### config.mk
export PLATFORM = sky130hd
export DESIGN_NAME = usb_fs_tx
export DESIGN_NICKNAME = d
export VERILOG_FILES = /design/src/rtl/usb_fs_tx_pkg.sv /design/src/rtl/usb_fs_tx_bitclk.sv /design/src/rtl/usb_fs_tx_ser.sv /design/src/rtl/usb_fs_tx_enc.sv /design/src/rtl/usb_fs_tx.sv
export SDC_FILE = /design/constraint.sdc
export NUM_CORES = 1
export LEC_CHECK = 0
export ABC_AREA = 1
export BUFFER_PORTS_ARGS = -buffer_cell sky130_fd_sc_hd__buf_2
export CORE_MARGIN = 8
export CORE_UTILIZATION = 35
export CTS_CLUSTER_DIAMETER = 40
export DETAILED_ROUTE_END_ITERATION = 10
export HOLD_SLACK_MARGIN = 0.06
export RECOVER_POWER = 50
export SETUP_SLACK_MARGIN = 0.1
export SLEW_MARGIN = 30
export SYNTH_ARGS = -nofsm -noshare
export SYNTH_HDL_FRONTEND = slang
export SYNTH_HIERARCHICAL = 1
export SYNTH_SLANG_ARGS = --single-unit
### constraint.sdc
create_clock -name clk -period 1.9 [get_ports clk]
set_input_delay 0.19 -clock clk [delete_from_list [all_inputs] [get_ports clk]]
set_output_delay 0.19 -clock clk [all_outputs]
set_load 0.1 [all_outputs]
### src/rtl/usb_fs_tx_pkg.sv
package usb_fs_tx_pkg;

  typedef enum logic [1:0] {
    LS_J   = 2'd0,
    LS_K   = 2'd1,
    LS_SE0 = 2'd2
  } line_t;

  typedef enum logic [2:0] {
    ST_IDLE = 3'd0,
    ST_DATA = 3'd1,
    ST_SE0A = 3'd2,
    ST_SE0B = 3'd3,
    ST_JEND = 3'd4
  } tx_st_t;

  // NRZI: a one keeps the level, a zero flips between J and K
  function automatic line_t nrzi_step(input line_t cur, input logic b);
    if (b) return cur;
    return (cur == LS_K) ? LS_J : LS_K;
  endfunction

  // Pin pair {dn, dp} for a line state under the selected code map
  function automatic logic [1:0] pin_code(input logic mode, input line_t ls);
    case (ls)
      LS_J:    return 2'b01;
      LS_K:    return mode ? 2'b10 : 2'b00;
      default: return mode ? 2'b00 : 2'b10;
    endcase
  endfunction

endpackage

### src/rtl/usb_fs_tx_bitclk.sv
module usb_fs_tx_bitclk #(
  parameter int CLK_PER_BIT = 4
) (
  input  logic clk,
  input  logic rst_n,
  output logic bit_en
);
  localparam int CW = (CLK_PER_BIT > 2) ? $clog2(CLK_PER_BIT) : 1;
  localparam logic [CW-1:0] LAST = CW'(CLK_PER_BIT - 1);

  logic [CW-1:0] cnt_q;

  always_ff @(posedge clk or negedge rst_n) begin
    if (!rst_n)           cnt_q <= '0;
    else if (cnt_q == LAST) cnt_q <= '0;
    else                  cnt_q <= cnt_q + 1'b1;
  end

  assign bit_en = (cnt_q == LAST);


  en_gap_chk: assert property (@(posedge clk) disable iff (!rst_n)
    bit_en |=> !bit_en);

endmodule

### src/rtl/usb_fs_tx_ser.sv
module usb_fs_tx_ser
  import usb_fs_tx_pkg::*;
#(
  parameter int DATA_W      = 8,
  parameter int STUFF_LIMIT = 6
) (
  input  logic              clk,
  input  logic              rst_n,
  input  logic              bit_en,
  input  logic [DATA_W-1:0] tx_data,
  input  logic              tx_valid,
  output logic              tx_ready,
  output line_t             line_q,
  output logic              oe_q
);
  localparam int IW = (DATA_W > 2) ? $clog2(DATA_W) : 1;
  localparam int SW = $clog2(STUFF_LIMIT + 1);
  localparam logic [IW-1:0] IDX_LAST = IW'(DATA_W - 1);
  localparam logic [SW-1:0] RUN_MAX  = SW'(STUFF_LIMIT);

  tx_st_t            st;
  logic [DATA_W-1:0] sh;
  logic [IW-1:0]     idx;
  logic              have;
  logic [SW-1:0]     ones;

  // named events
  logic in_data, start_ev, stuff_ev, emit_ev, last_ev, load_ev, end_ev;

  always_comb begin
    in_data  = (st == ST_DATA);
    start_ev = bit_en && (st == ST_IDLE) && tx_valid;
    stuff_ev = bit_en && in_data && (ones == RUN_MAX);
    emit_ev  = bit_en && in_data && !stuff_ev && have;
    last_ev  = emit_ev && (idx == IDX_LAST);
    load_ev  = start_ev || (last_ev && tx_valid);
    end_ev   = bit_en && in_data && !stuff_ev && !have;
  end

  assign tx_ready = load_ev;

  always_ff @(posedge clk or negedge rst_n) begin
    if (!rst_n) begin
      st     <= ST_IDLE;
      sh     <= '0;
      idx    <= '0;
      have   <= 1'b0;
      ones   <= '0;
      line_q <= LS_J;
      oe_q   <= 1'b0;
    end else begin
      if (start_ev) begin
        st     <= ST_DATA;
        oe_q   <= 1'b1;
        line_q <= LS_J;
        ones   <= '0;
      end
      if (stuff_ev) begin
        line_q <= nrzi_step(line_q, 1'b0);
        ones   <= '0;
      end
      if (emit_ev) begin
        line_q <= nrzi_step(line_q, sh[0]);
        ones   <= sh[0] ? ones + 1'b1 : '0;
        sh     <= sh >> 1;
        idx    <= idx + 1'b1;
        if (last_ev) have <= 1'b0;
      end
      if (load_ev) begin
        sh   <= tx_data;
        idx  <= '0;
        have <= 1'b1;
      end
      if (end_ev) begin
        st     <= ST_SE0A;
        line_q <= LS_SE0;
      end
      if (bit_en) begin
        case (st)
          ST_SE0A: st <= ST_SE0B;
          ST_SE0B: begin st <= ST_JEND; line_q <= LS_J; end
          ST_JEND: begin st <= ST_IDLE; oe_q <= 1'b0; end
          default: ;
        endcase
      end
    end
  end


  ones_bound_chk: assert property (@(posedge clk) disable iff (!rst_n)
    ones <= RUN_MAX);


  ready_needs_valid_chk: assert property (@(posedge clk) disable iff (!rst_n)
    tx_ready |-> (tx_valid && bit_en));


  line_step_chk: assert property (@(posedge clk) disable iff (!rst_n)
    !$past(bit_en) |-> ($stable(line_q) && $stable(oe_q)));


  oe_release_chk: assert property (@(posedge clk) disable iff (!rst_n)
    $fell(oe_q) |-> ($past(line_q) == LS_J));


  se0_pair_chk: assert property (@(posedge clk) disable iff (!rst_n)
    (st == ST_SE0B) |-> (line_q == LS_SE0));

endmodule

### src/rtl/usb_fs_tx_enc.sv
module usb_fs_tx_enc
  import usb_fs_tx_pkg::*;
(
  input  logic  clk,
  input  logic  rst_n,
  input  logic  mode_sel,
  input  line_t line_q,
  output logic  txdp,
  output logic  txdn
);
  logic [1:0] pair;

  always_comb pair = pin_code(mode_sel, line_q);

  assign txdn = pair[1];
  assign txdp = pair[0];


  no_illegal_pair_chk: assert property (@(posedge clk) disable iff (!rst_n)
    mode_sel |-> !(txdn && txdp));

endmodule

### src/rtl/usb_fs_tx.sv
module usb_fs_tx
  import usb_fs_tx_pkg::*;
#(
  parameter int CLK_PER_BIT = 4,
  parameter int DATA_W      = 8,
  parameter int STUFF_LIMIT = 6
) (
  input  logic              clk,
  input  logic              rst_n,
  input  logic              mode_sel,
  input  logic [DATA_W-1:0] tx_data,
  input  logic              tx_valid,
  output logic              tx_ready,
  output logic              txdp,
  output logic              txdn,
  output logic              line_oe
);
  logic  bit_en;
  line_t line_q;

  usb_fs_tx_bitclk #(.CLK_PER_BIT(CLK_PER_BIT)) bitclk_i (
    .clk    (clk),
    .rst_n  (rst_n),
    .bit_en (bit_en)
  );

  usb_fs_tx_ser #(.DATA_W(DATA_W), .STUFF_LIMIT(STUFF_LIMIT)) ser_i (
    .clk      (clk),
    .rst_n    (rst_n),
    .bit_en   (bit_en),
    .tx_data  (tx_data),
    .tx_valid (tx_valid),
    .tx_ready (tx_ready),
    .line_q   (line_q),
    .oe_q     (line_oe)
  );

  usb_fs_tx_enc enc_i (
    .clk      (clk),
    .rst_n    (rst_n),
    .mode_sel (mode_sel),
    .line_q   (line_q),
    .txdp     (txdp),
    .txdn     (txdn)
  );

endmodule

# After elaboration in Yosys (flattened, before gate mapping)
# Cells that the tools add are included.
# op_classes
add_sub_neg,3
n_mux,33
eq_ne,8
n_reduce_logical,18
# ops
operator,count
$mux W3,9
$mux W2,11
$mux W8,2
$eq A3 B3 Y1 const B,3
$logic_and A1 B1 Y1,9
$mux W1,9
$pmux W3 S3,1
$add A3 B1 Y3 const B,2
$eq A3 B2 Y1 const B,2
$pmux W2 S2,1
$reduce_bool A2 Y1,2
$eq A3 B1 Y1 const B,1
$logic_not A3 Y1,1
$reduce_bool A3 Y1,1
$add A2 B1 Y2 const B,1
$eq A2 B1 Y1 const B,1
$eq A2 B2 Y1 const B,1
$logic_not A1 Y1,2
$logic_not A2 Y1,1
$reduce_and A2 Y1,1
$logic_or A1 B1 Y1,1
# totals
ff_bits,23

# Longest topological paths before layout
# Gate-level depths: netlist of the first run.
# logic_depth
word_depth,12
depth_mapped,11
mapped_depth_nobuf,10

# Modules after synthesis
# The synthesis of the first run kept the hierarchy.
# modules_own_cells
module,area_each_um2,cells_each,seq_area_each_um2,n_inst
usb_fs_tx_ser,1213.7,154,525.5,1
usb_fs_tx_bitclk,66.3,4,50.0,1
usb_fs_tx_enc,23.8,6,0.0,1

# Worst setup path after synthesis of the first run
# No wires, ideal clock.
# synth_timing
path_type,register to output
from,reg ser_i.line_q[1]
to,out txdp
t_required_ps,1710
setup_slack_ps,16
arrival_time_ps,1694
path_buffers,0
stages_incl_launch_ff,2
path_cell_list,dfrtp_1 > nor2_1
# synth_between
elab_chain_cells,2
word_cells_on_any_way,3
# synth_lines
element,line_no,text
"start, declared",usb_fs_tx_ser.sv:13,"output line_t line_q,"
"start signal, assigned",usb_fs_tx_ser.sv:59,"line_q <= nrzi_step(line_q, 1'b0);"
"start signal, assigned",usb_fs_tx_ser.sv:63,"line_q <= nrzi_step(line_q, sh[0]);"
$eq A2 B1 Y1 or $logic_not A2 Y1 (tied branches),usb_fs_tx_pkg.sv:25,case (ls)
$pmux W2 S2 (*),usb_fs_tx_pkg.sv:25,
"end, declared",usb_fs_tx.sv:14,"output logic txdp,"
# Mark *: on every way between the ends. The rest lies on a longest branch, timed or not.

# Worst setup path in the final report of the first run
# layout_timing
from,reg bitclk_i.cnt_q[0]
to,out tx_ready
# layout_between
elab_chain_cells,9
word_cells_on_any_way,11
# layout_lines
element,line_no,text
"start, declared",usb_fs_tx_bitclk.sv:11,logic [CW-1:0] cnt_q;
"start signal, assigned",usb_fs_tx_bitclk.sv:16,else cnt_q <= cnt_q + 1'b1;
$eq A2 B2 Y1 (*),usb_fs_tx_bitclk.sv:19,assign bit_en = (cnt_q == LAST);
via bit_en,usb_fs_tx.sv:18,logic bit_en;
$logic_and A1 B1 Y1,"usb_fs_tx_ser.sv:33, usb_fs_tx_ser.sv:34",
$logic_and A1 B1 Y1,usb_fs_tx_ser.sv:33,stuff_ev = bit_en && in_data && (ones == RUN_MAX);
$logic_not A1 Y1,usb_fs_tx_ser.sv:34,emit_ev = bit_en && in_data && !stuff_ev && have;
$logic_and A1 B1 Y1 (2 in a row),usb_fs_tx_ser.sv:34,
$logic_and A1 B1 Y1,usb_fs_tx_ser.sv:35,last_ev = emit_ev && (idx == IDX_LAST);
$logic_and A1 B1 Y1,usb_fs_tx_ser.sv:36,load_ev = start_ev || (last_ev && tx_valid);
$logic_or A1 B1 Y1 (*),usb_fs_tx_ser.sv:36,
"end, declared",usb_fs_tx.sv:13,"output logic tx_ready,"
# The timed path passes the listed nets; every way through them passes the cells marked *.

==> results of run 1 <==
## metal layers
| layer | part of all wire | vias to the layer above |
|---|---|---|
| li1 | - | 577 |
| met1 | 0.47 | 503 |
| met2 | 0.48 | 22 |
| met3 | 0.042 | 4 |
| met4 | 0.0055 | 0 |
| met5 | 0 | - |
## state kept, by name, indices dropped and copies added (netlist names)
name	cells
ser_i/sh	8
ser_i/idx	3
ser_i/ones	3
ser_i/st	3
bitclk_i/cnt_q	2
ser_i/line_q	2
ser_i/have	1
ser_i/oe_q	1
## critical path, cell delays in order, from the launching register on
cell,delay (ns)
dfrtp_1,0.36
ha_1,0.19
inv_2,0.06
nor2_4,0.12
nand2_2,0.07
nor2_4,0.12
nand4_4,0.13
nand2_8,0.10
buf_12,0.17
## power by group
group          total (mW)  internal (mW)  switching, mW
Clock               0.305          0.150          0.155
Sequential          0.861          0.683          0.178
Combinational       0.670          0.203          0.467
## per-stage QoR
stage | power (mW) | instance area [um^2] | hold WS [ns]
finish | 1.84 | 1560 | 0.122
global route | 1.97 | 1560 | 0.139
CTS | 1.83 | 1530 | 0.120
detailed placement | 1.52 | 1440 | 0.195
global placement | 1.51 | 1440 | 0.198
floorplan | 1.38 | 1310 | -0.106
## cell usage in the layout (no fill, tap or decap), drive strengths merged, types with 2 or more instances in the layout
cell     n
inv     24
a21oi    5
o21ai    6
buf     23
nand2   51
clkbuf   5
o22ai    2
ha       5
nor2    11
dfrtp   23
nand3   17
nand4   11
## worst max path at each step
stage / start / endpoint / slack, ns / depth (start not counted)
floorplan: bitclk_i/cnt_q[0] / ser_i/sh[0] / 0.24 / 11
global placement: bitclk_i/cnt_q[0] / tx_ready / 0.32 / 8
finish: bitclk_i/cnt_q[0] / tx_ready / 0.12 / 8
global route: bitclk_i/cnt_q[0] / tx_ready / 0.02 / 8
CTS: ser_i/ones[0] / tx_ready / 0.11 / 8
detailed placement: bitclk_i/cnt_q[0] / tx_ready / 0.29 / 8
## area by class of cell
cell class | count | area (um^2) | area share
flip-flops and latches | 23 | 576 | 0.369
clock buffers | 4 | 45.0 | 0.0288
inverters | 24 | 92.6 | 0.0593
multi-input cells | 112 | 622 | 0.398
repair buffers | 25 | 166 | 0.107
well taps | 48 | 60.1 | 0.0385
## repair_timing
action | CTS | global route
pin swaps | 3 | 6
hold endpoints to repair | 23 | 0
buffers inserted | 3 | 3
gates resized for setup | 2 | 7
hold buffers | 1 | 0
setup endpoints to repair | 1 | 1
## cell families (layout without fill, tap and decap cells)
kind of cell | after synthesis | count (layout)
flip-flops | 23 | 23
adder cells (fa/ha/maj) | 5 | 5
AND/OR/NAND/NOR | 91 | 91
XOR/XNOR | 2 | 2
AO/OA/AOI/OAI | 14 | 14
buffers and inverters | 29 | 53
==> qor.yml, run 1 <==
yosys.area_share.simple: 0.342
hp-class: "primary input to register"
dp.final_hpwl_um: 1830
nNetsFinal: 206
crit_arrival_ns: 1.59
ys.warnings.count: 6
fin_cells: 236
yosysTopAreaCell: "dfrtp_1"
routed_via_density: 4.69
die_area_um2: 5930
path_class: "register to output pin"
grt_max_degree: 24
synth_compound_area_frac: 0.0576
synth-main-ff-cell: "dfrtp_1"
core_area_um2: 3630
min_to: "ser_i/sh[7]"
grt_util_met3: 0.0338
routabilityCongestion: 0.818
track_usage: 0.0909
cp-end-kind: "output pin"
async_flop_share: 1.00
worst_slack_ns: 0.118
area_growth_pct: 19.8
antenna_found_initial: 0
final_layout_size_suffix_gt1_frac: 0.229
gr-usage-met2: 0.151
synth.top_cell.area_share: 0.441
htree_num_levels: 1
synth_xor_area_frac: 0.0134
routed_wl_um: 2710
yosysUniqueCellTypes: 23
drc_errors: 0
synth_nets: 181
cts_buffers: 3
worstHoldStart: "tx_data[7]"
grt_pass1_vias: 1045
synth-adder-area-share: 0.0480
utilization: 0.430
io_pins: 16
setup_viol: 0
synth_commonest_cells: "nand2_1, dfrtp_1, inv_1"
fin_setup_tns_ns: 0
leakage_nw: 0.813
row_count: 22
period_minus_slack_ns: 1.78
p_per_area_nw_per_um2: 1180
seq_area_frac_synth: 0.441
yosysMostFrequentCell: "nand2_1"
vias: 1106
synth_seq_cells: 23
period_share: 0.938
crit_fanout: 2
cts_tree: "built"
crit_path_start_kind: "register"
insertion_delay_ns: 0.26
timing.rr.start: "bitclk_i/cnt_q[0]"
holdPathStages: 3
synth_area_um2: 1300
synth.top_cells.by_area: "dfrtp_1, nand2_1, inv_1"
grt-busiest-layer: "met2"
muxShareOfSynthArea: 0
fin_skew_ns: 0.00154
path_clk_slew_ns: 0.08
r2r-end: "ser_i/idx[0]"
drtIter0Drc: 49
cts.sinks: 23
dieHeight_um: 77.0
synth_top_family_by_area: "simple AND/OR/NAND/NOR gates"
avgSynthCellArea_um2: 7.95
pre_cts_ws_ns: 0.287
status: "finished clean"
grt-ovfl-total: 0
numPortBuffers: 15
dp_cells: 225
syn_inst: 164
ff2ff_setup_slack_ns: 0.22
drv_slew: 0
r2r_cells: 9
rsz0062_at_grt: "true"
synth_edf_count: 0
max-cap-violations: 0
antenna_left: 0
initial_utilization: 0.359
cts_buffer_depth: 2
antenna_cells: 0
cp.required_ns: 1.71
cts_root_buf: "clkbuf_8"
max_freq_mhz: 561
wl_per_cell_um: 11.5
grt_pass1_wl_um: 4560
slew_headroom: 0.167
drtPass1Iterations: 4
max-vdd-ir-drop_mv: 0.466
worst_pin_slew_ns: 1.25
grtUsageMet1: 0.108
die_w_um: 77.0
fillers: 384
hold_viol_final: 0
(Power assumes the default switching activity.)
==> run 2: changes to the inputs <==
--- a/config.mk
+++ b/config.mk
@@ -12,6 +12,7 @@
 export CTS_CLUSTER_DIAMETER = 40
 export DETAILED_ROUTE_END_ITERATION = 10
 export HOLD_SLACK_MARGIN = 0.06
+export PLACE_DENSITY = 0.59
 export RECOVER_POWER = 50
 export SETUP_SLACK_MARGIN = 0.1
 export SLEW_MARGIN = 30
==> run 2 against run 1 <==
  * First-iteration DRC count rose by 18%
  * Clock-buffer cell count did not move
  * Critical endpoint unchanged
  * Largest power group unchanged
  * Die area did not move
  * Hold slack improved by 0.0032 ns
  * Clock skew rose by 0.0013 ns
  * Critical path type unchanged
==> qor.yml, run 2 (synthesis gave the netlist of run 1 again) <==
wl_per_cell_um: 12.2
grt_max_degree: 24
critPathTopFamily: "simple AND/OR/NAND/NOR gates"
fin_setup_tns_ns: 0
routabilityCongestion: 0.824
drv_slew: 0
power.total_mw: 1.84
mostFrequentLayoutCells: "nand2_1, dfrtp_1, inv_1"
leakage_nw: 0.811
r2r-end: "ser_i/ones[0]"
grt_pass1_wl_um: 4990
core_area_um2: 3630
area_growth_pct: 19.8
largest_register_ffs: 8
final_layout_size_suffix_gt1_frac: 0.239
routed_via_density: 4.79
max-vdd-ir-drop_mv: 0.538
antenna_found_initial: 0
dieHeight_um: 77.0
max_freq_mhz: 571
rsz0062_at_grt: "false"
cts_tree: "built"
multi_input_area_um2: 624
initial_utilization: 0.359
crit_path_start_kind: "register"
ff2ff_setup_slack_ns: 0.18
io_pins: 16
nNetsFinal: 206
slowest_delay_ns: 0.35
drtPass1Iterations: 4
period_minus_slack_ns: 1.75
die_area_um2: 5930
timing.rr.start: "bitclk_i/cnt_q[0]"
cts.sinks: 23
status: "finished clean"
crit_top_cell: "nor2_4"
insertion_delay_ns: 0.26
cp_cell_sequence: "ha_1, inv_2, nor2_4, nand2_2, nor2_4, nand4_4, nand2_8, buf_12"
fillers: 375
row_count: 22
path_clk_slew_ns: 0.08
grt-ovfl-total: 0
worstHoldStart: "tx_data[7]"
critPathSlowestCell: "dfrtp_1"
crit_fanout: 2
track_usage: 0.0987
numPortBuffers: 15
cts_buffers: 3
p_per_area_nw_per_um2: 1180
r2r_cells: 9
fin_skew_ns: 0.00286
drtIter0Drc: 58
dp.final_hpwl_um: 1990
vias: 1130
antenna_cells: 0
period_share: 0.921
path_class: "register to output pin"
cp-end-kind: "output pin"
die_w_um: 77.0
slew_headroom: 0.159
max-cap-violations: 0
setup_viol: 0
grt_pass1_vias: 1131
utilization: 0.430
htree_num_levels: 1
crit_buf_inv: 2
regArea_um2: 576
routed_wl_um: 2890
crit_arrival_ns: 1.56
min_to: "ser_i/sh[7]"
worst_hold_slack_ns: 0.125
regMostFlops: "ser_i/sh"
drc_errors: 0
worst_pin_slew_ns: 1.26
final_common_cell: "nand2_1"
antenna_left: 0
cts_buffer_depth: 2
hp-class: "primary input to register"
holdPathStages: 3
cp.required_ns: 1.71
cts_root_buf: "clkbuf_8"
hold_viol_final: 0
run 2: timing repair:
action	4_1_cts	5_1_grt
resized for setup	3	6
hold buffers	1	0
hold endpoints to repair	23	0
pin swaps	3	5
endpoints found under the setup margin	1	1
setup buffers	4	2
run 2: worst min-delay path: stages:
cell and delay [ns]:
buf_2 0.07, nand2_1 0.04, nand2_1 0.05
run 2: worst max path at each step:
stage                      start           to  slack (ns)  cells past startpoint
2_1_floorplan  bitclk_i/cnt_q[0]  ser_i/sh[0]        0.24                     11
3_3_place_gp   bitclk_i/cnt_q[0]     tx_ready        0.32                      8
3_5_place_dp       ser_i/ones[0]     tx_ready        0.26                      8
4_1_cts        bitclk_i/cnt_q[0]     tx_ready        0.10                      8
5_1_grt        bitclk_i/cnt_q[0]     tx_ready        0.08                      8
6_report       bitclk_i/cnt_q[0]     tx_ready        0.15                      8
run 2: power by group:
part           internal [mW]  switching [mW]  total, mW
combinational          0.198           0.473      0.671
sequential             0.683           0.188      0.871
clock                  0.150           0.152      0.301
total                   1.03           0.813       1.84
run 2: layout make-up:
type / instances / area share
clock buffer: 4 / 0.0288
inverter: 24 / 0.0577
multi-input combinational: 112 / 0.400
sequential: 23 / 0.369
tap: 48 / 0.0385
timing repair buffer: 25 / 0.107
run 2: per-layer routing:
| metal | share of wire | GRT usage | up-vias |
|---|---|---|---|
| met5 | 0 | 0 | - |
| met4 | 0.0066 | 0.0283 | 0 |
| met3 | 0.056 | 0.0361 | 2 |
| met2 | 0.49 | 0.164 | 23 |
| met1 | 0.45 | 0.116 | 532 |
| li1 | - | - | 573 |
run 2: through the flow:
step           std cells  worst slack, ns  area [um^2]
2_1_floorplan        164            0.238         1310
3_3_place_gp         225            0.319         1440
3_5_place_dp         225            0.258         1440
4_1_cts              234            0.102         1540
5_1_grt              236           0.0801         1560
6_report             236            0.150         1560
==> run 3: changes to the inputs <==
--- a/config.mk
+++ b/config.mk
@@ -7,6 +7,7 @@
 export LEC_CHECK = 0
 export ABC_AREA = 1
 export BUFFER_PORTS_ARGS = -buffer_cell sky130_fd_sc_hd__buf_2
+export CAP_MARGIN = 20
 export CORE_MARGIN = 8
 export CORE_UTILIZATION = 35
 export CTS_CLUSTER_DIAMETER = 40
==> constraint.sdc (replaced) <==
create_clock -name clk -period 1.9 [get_ports clk]
set_input_delay 0.38 -clock clk [delete_from_list [all_inputs] [get_ports clk]]
set_output_delay 0.38 -clock clk [all_outputs]
set_load 0.1 [all_outputs]
==> run 3 against run 2 <==
  * Worst setup slack worse by 0.14 ns
  * Combinational power rose by 3.9%
  * Power rose by 1.4%
  * Critical path type unchanged
  * Largest power group unchanged
==> qor.yml, run 3 (synthesis gave the netlist of run 1 again) <==
status: "finished clean"
row_count: 22
period_share: 0.994
htree_num_levels: 1
die_w_um: 77.0
timing.rr.start: "bitclk_i/cnt_q[0]"
ff2ff_setup_slack_ns: 0.26
drtPass1Iterations: 4
fin_skew_ns: 0.00873
worst_hold_slack_ns: 0.318
routed_via_density: 4.77
period_minus_slack_ns: 1.89
grt_max_degree: 24
r2r-end: "ser_i/ones[1]"
r2r_cells: 8
antenna_found_initial: 0
antenna_left: 0
cts_buffer_depth: 2
io_pins: 16
cts_buffers: 3
path_clk_slew_ns: 0.09
hp-class: "primary input to register"
grt_pass1_wl_um: 4860
crit_arrival_ns: 1.51
pre_cts_ws_ns: 0.180
crit_fanout: 2
area_growth_pct: 20.7
die_area_um2: 5930
routed_wl_um: 2830
cp-end-kind: "output pin"
numPortBuffers: 15
worst_slack_ns: 0.0118
clockPowerShare: 0.166
dieHeight_um: 77.0
insertion_delay_ns: 0.27
hold_viol_final: 0
fillers: 388
p_per_area_nw_per_um2: 1190
worstHoldStart: "tx_data[7]"
initial_utilization: 0.359
mostFrequentLayoutCells: "nand2_1, dfrtp_1, inv_1"
min_to: "ser_i/sh[7]"
switching_share: 0.440
slew_headroom: 0.164
track_usage: 0.0980
max-cap-violations: 0
max-vdd-ir-drop_mv: 0.506
drc_errors: 0
drtIter0Drc: 74
regArea_um2: 576
final_common_cell: "nand2_1"
largest_register_ffs: 8
crit_path_start_kind: "register"
grt-ovfl-total: 0
cts_root_buf: "clkbuf_8"
switching_power_mw: 0.822
max_freq_mhz: 530
core_area_um2: 3630
rsz0062_at_grt: "true"
leakage_nw: 0.816
multi_input_area_um2: 626
routabilityCongestion: 0.805
cts_tree: "built"
worst_pin_slew_ns: 1.25
regMostFlops: "ser_i/sh"
antenna_cells: 0
drv_slew: 0
crit_start: "bitclk_i/cnt_q[0]"
cp.required_ns: 1.52
utilization: 0.433
cts.sinks: 23
power.total_mw: 1.87
dp.final_hpwl_um: 1960
nNetsFinal: 207
internal_power_mw: 1.05
path_class: "register to output pin"
p_comb_frac: 0.373
wl_per_cell_um: 11.9
grt_pass1_vias: 1160
final_layout_size_suffix_gt1_frac: 0.259
vias: 1130
holdPathStages: 3
cts_hold_buf: 0
power_frac_seq: 0.461
setup_viol: 0
[run 3: worst max path at each step]
stage               endpoint  slack, ns  cells past startpoint
floorplan           tx_ready       0.15                      8
global placement    tx_ready       0.21                      8
detailed placement  tx_ready       0.18                      8
CTS                 tx_ready      -0.03                      8
global route        tx_ready      -0.08                      8
finish              tx_ready       0.01                      8
[run 3: through the flow]
stage / std cells / instance area (um^2) / TNS, ns
after global routing: 237 / 1570 / -0.0812
after CTS: 234 / 1540 / -0.0276
after detailed placement: 226 / 1450 / 0
final: 237 / 1570 / 0
after floorplan: 164 / 1310 / 0
after global placement: 226 / 1450 / 0
[run 3: cell type report]
class	instances	share of cell area
Sequential cell	23	0.366
Inverter	24	0.0572
Multi-Input combinational cell	112	0.397
Clock buffer	3	0.0262
Tap cell	48	0.0382
Clock inverter	1	0.00477
Timing Repair Buffer	26	0.110
[run 3: power groups by stage]
stage / logic (mW) / clock network, mW / registers (mW)
after floorplan: 0.478 / 0 / 0.900
after global placement: 0.644 / 0 / 0.855
after detailed placement: 0.662 / 0 / 0.867
after CTS: 0.679 / 0.325 / 0.860
after global routing: 0.759 / 0.344 / 0.892
final: 0.697 / 0.310 / 0.862
[run 3: timing repair]
action,CTS,global route
setup endpoints to repair,1,2
buffers inserted,4,3
cloned,0,0
pin swaps,5,4
resized for setup,6,4
[run 3: routing by layer]
layer	track usage	routed length, um	part of all wire	up-vias
li1	-	-	-	575
met1	0.109	1260	0.44	526
met2	0.169	1410	0.50	25
met3	0.0268	122	0.043	4
met4	0.0472	43	0.015	0
met5	0	0	0	-
[run 3: critical path: stages, from the launching register on]
cell     delay, ns
dfrtp_1       0.36
ha_2          0.19
inv_2         0.05
nor2_4        0.09
nand2_2       0.07
nor2_4        0.11
nand4_4       0.10
nand2_4       0.09
buf_12        0.17
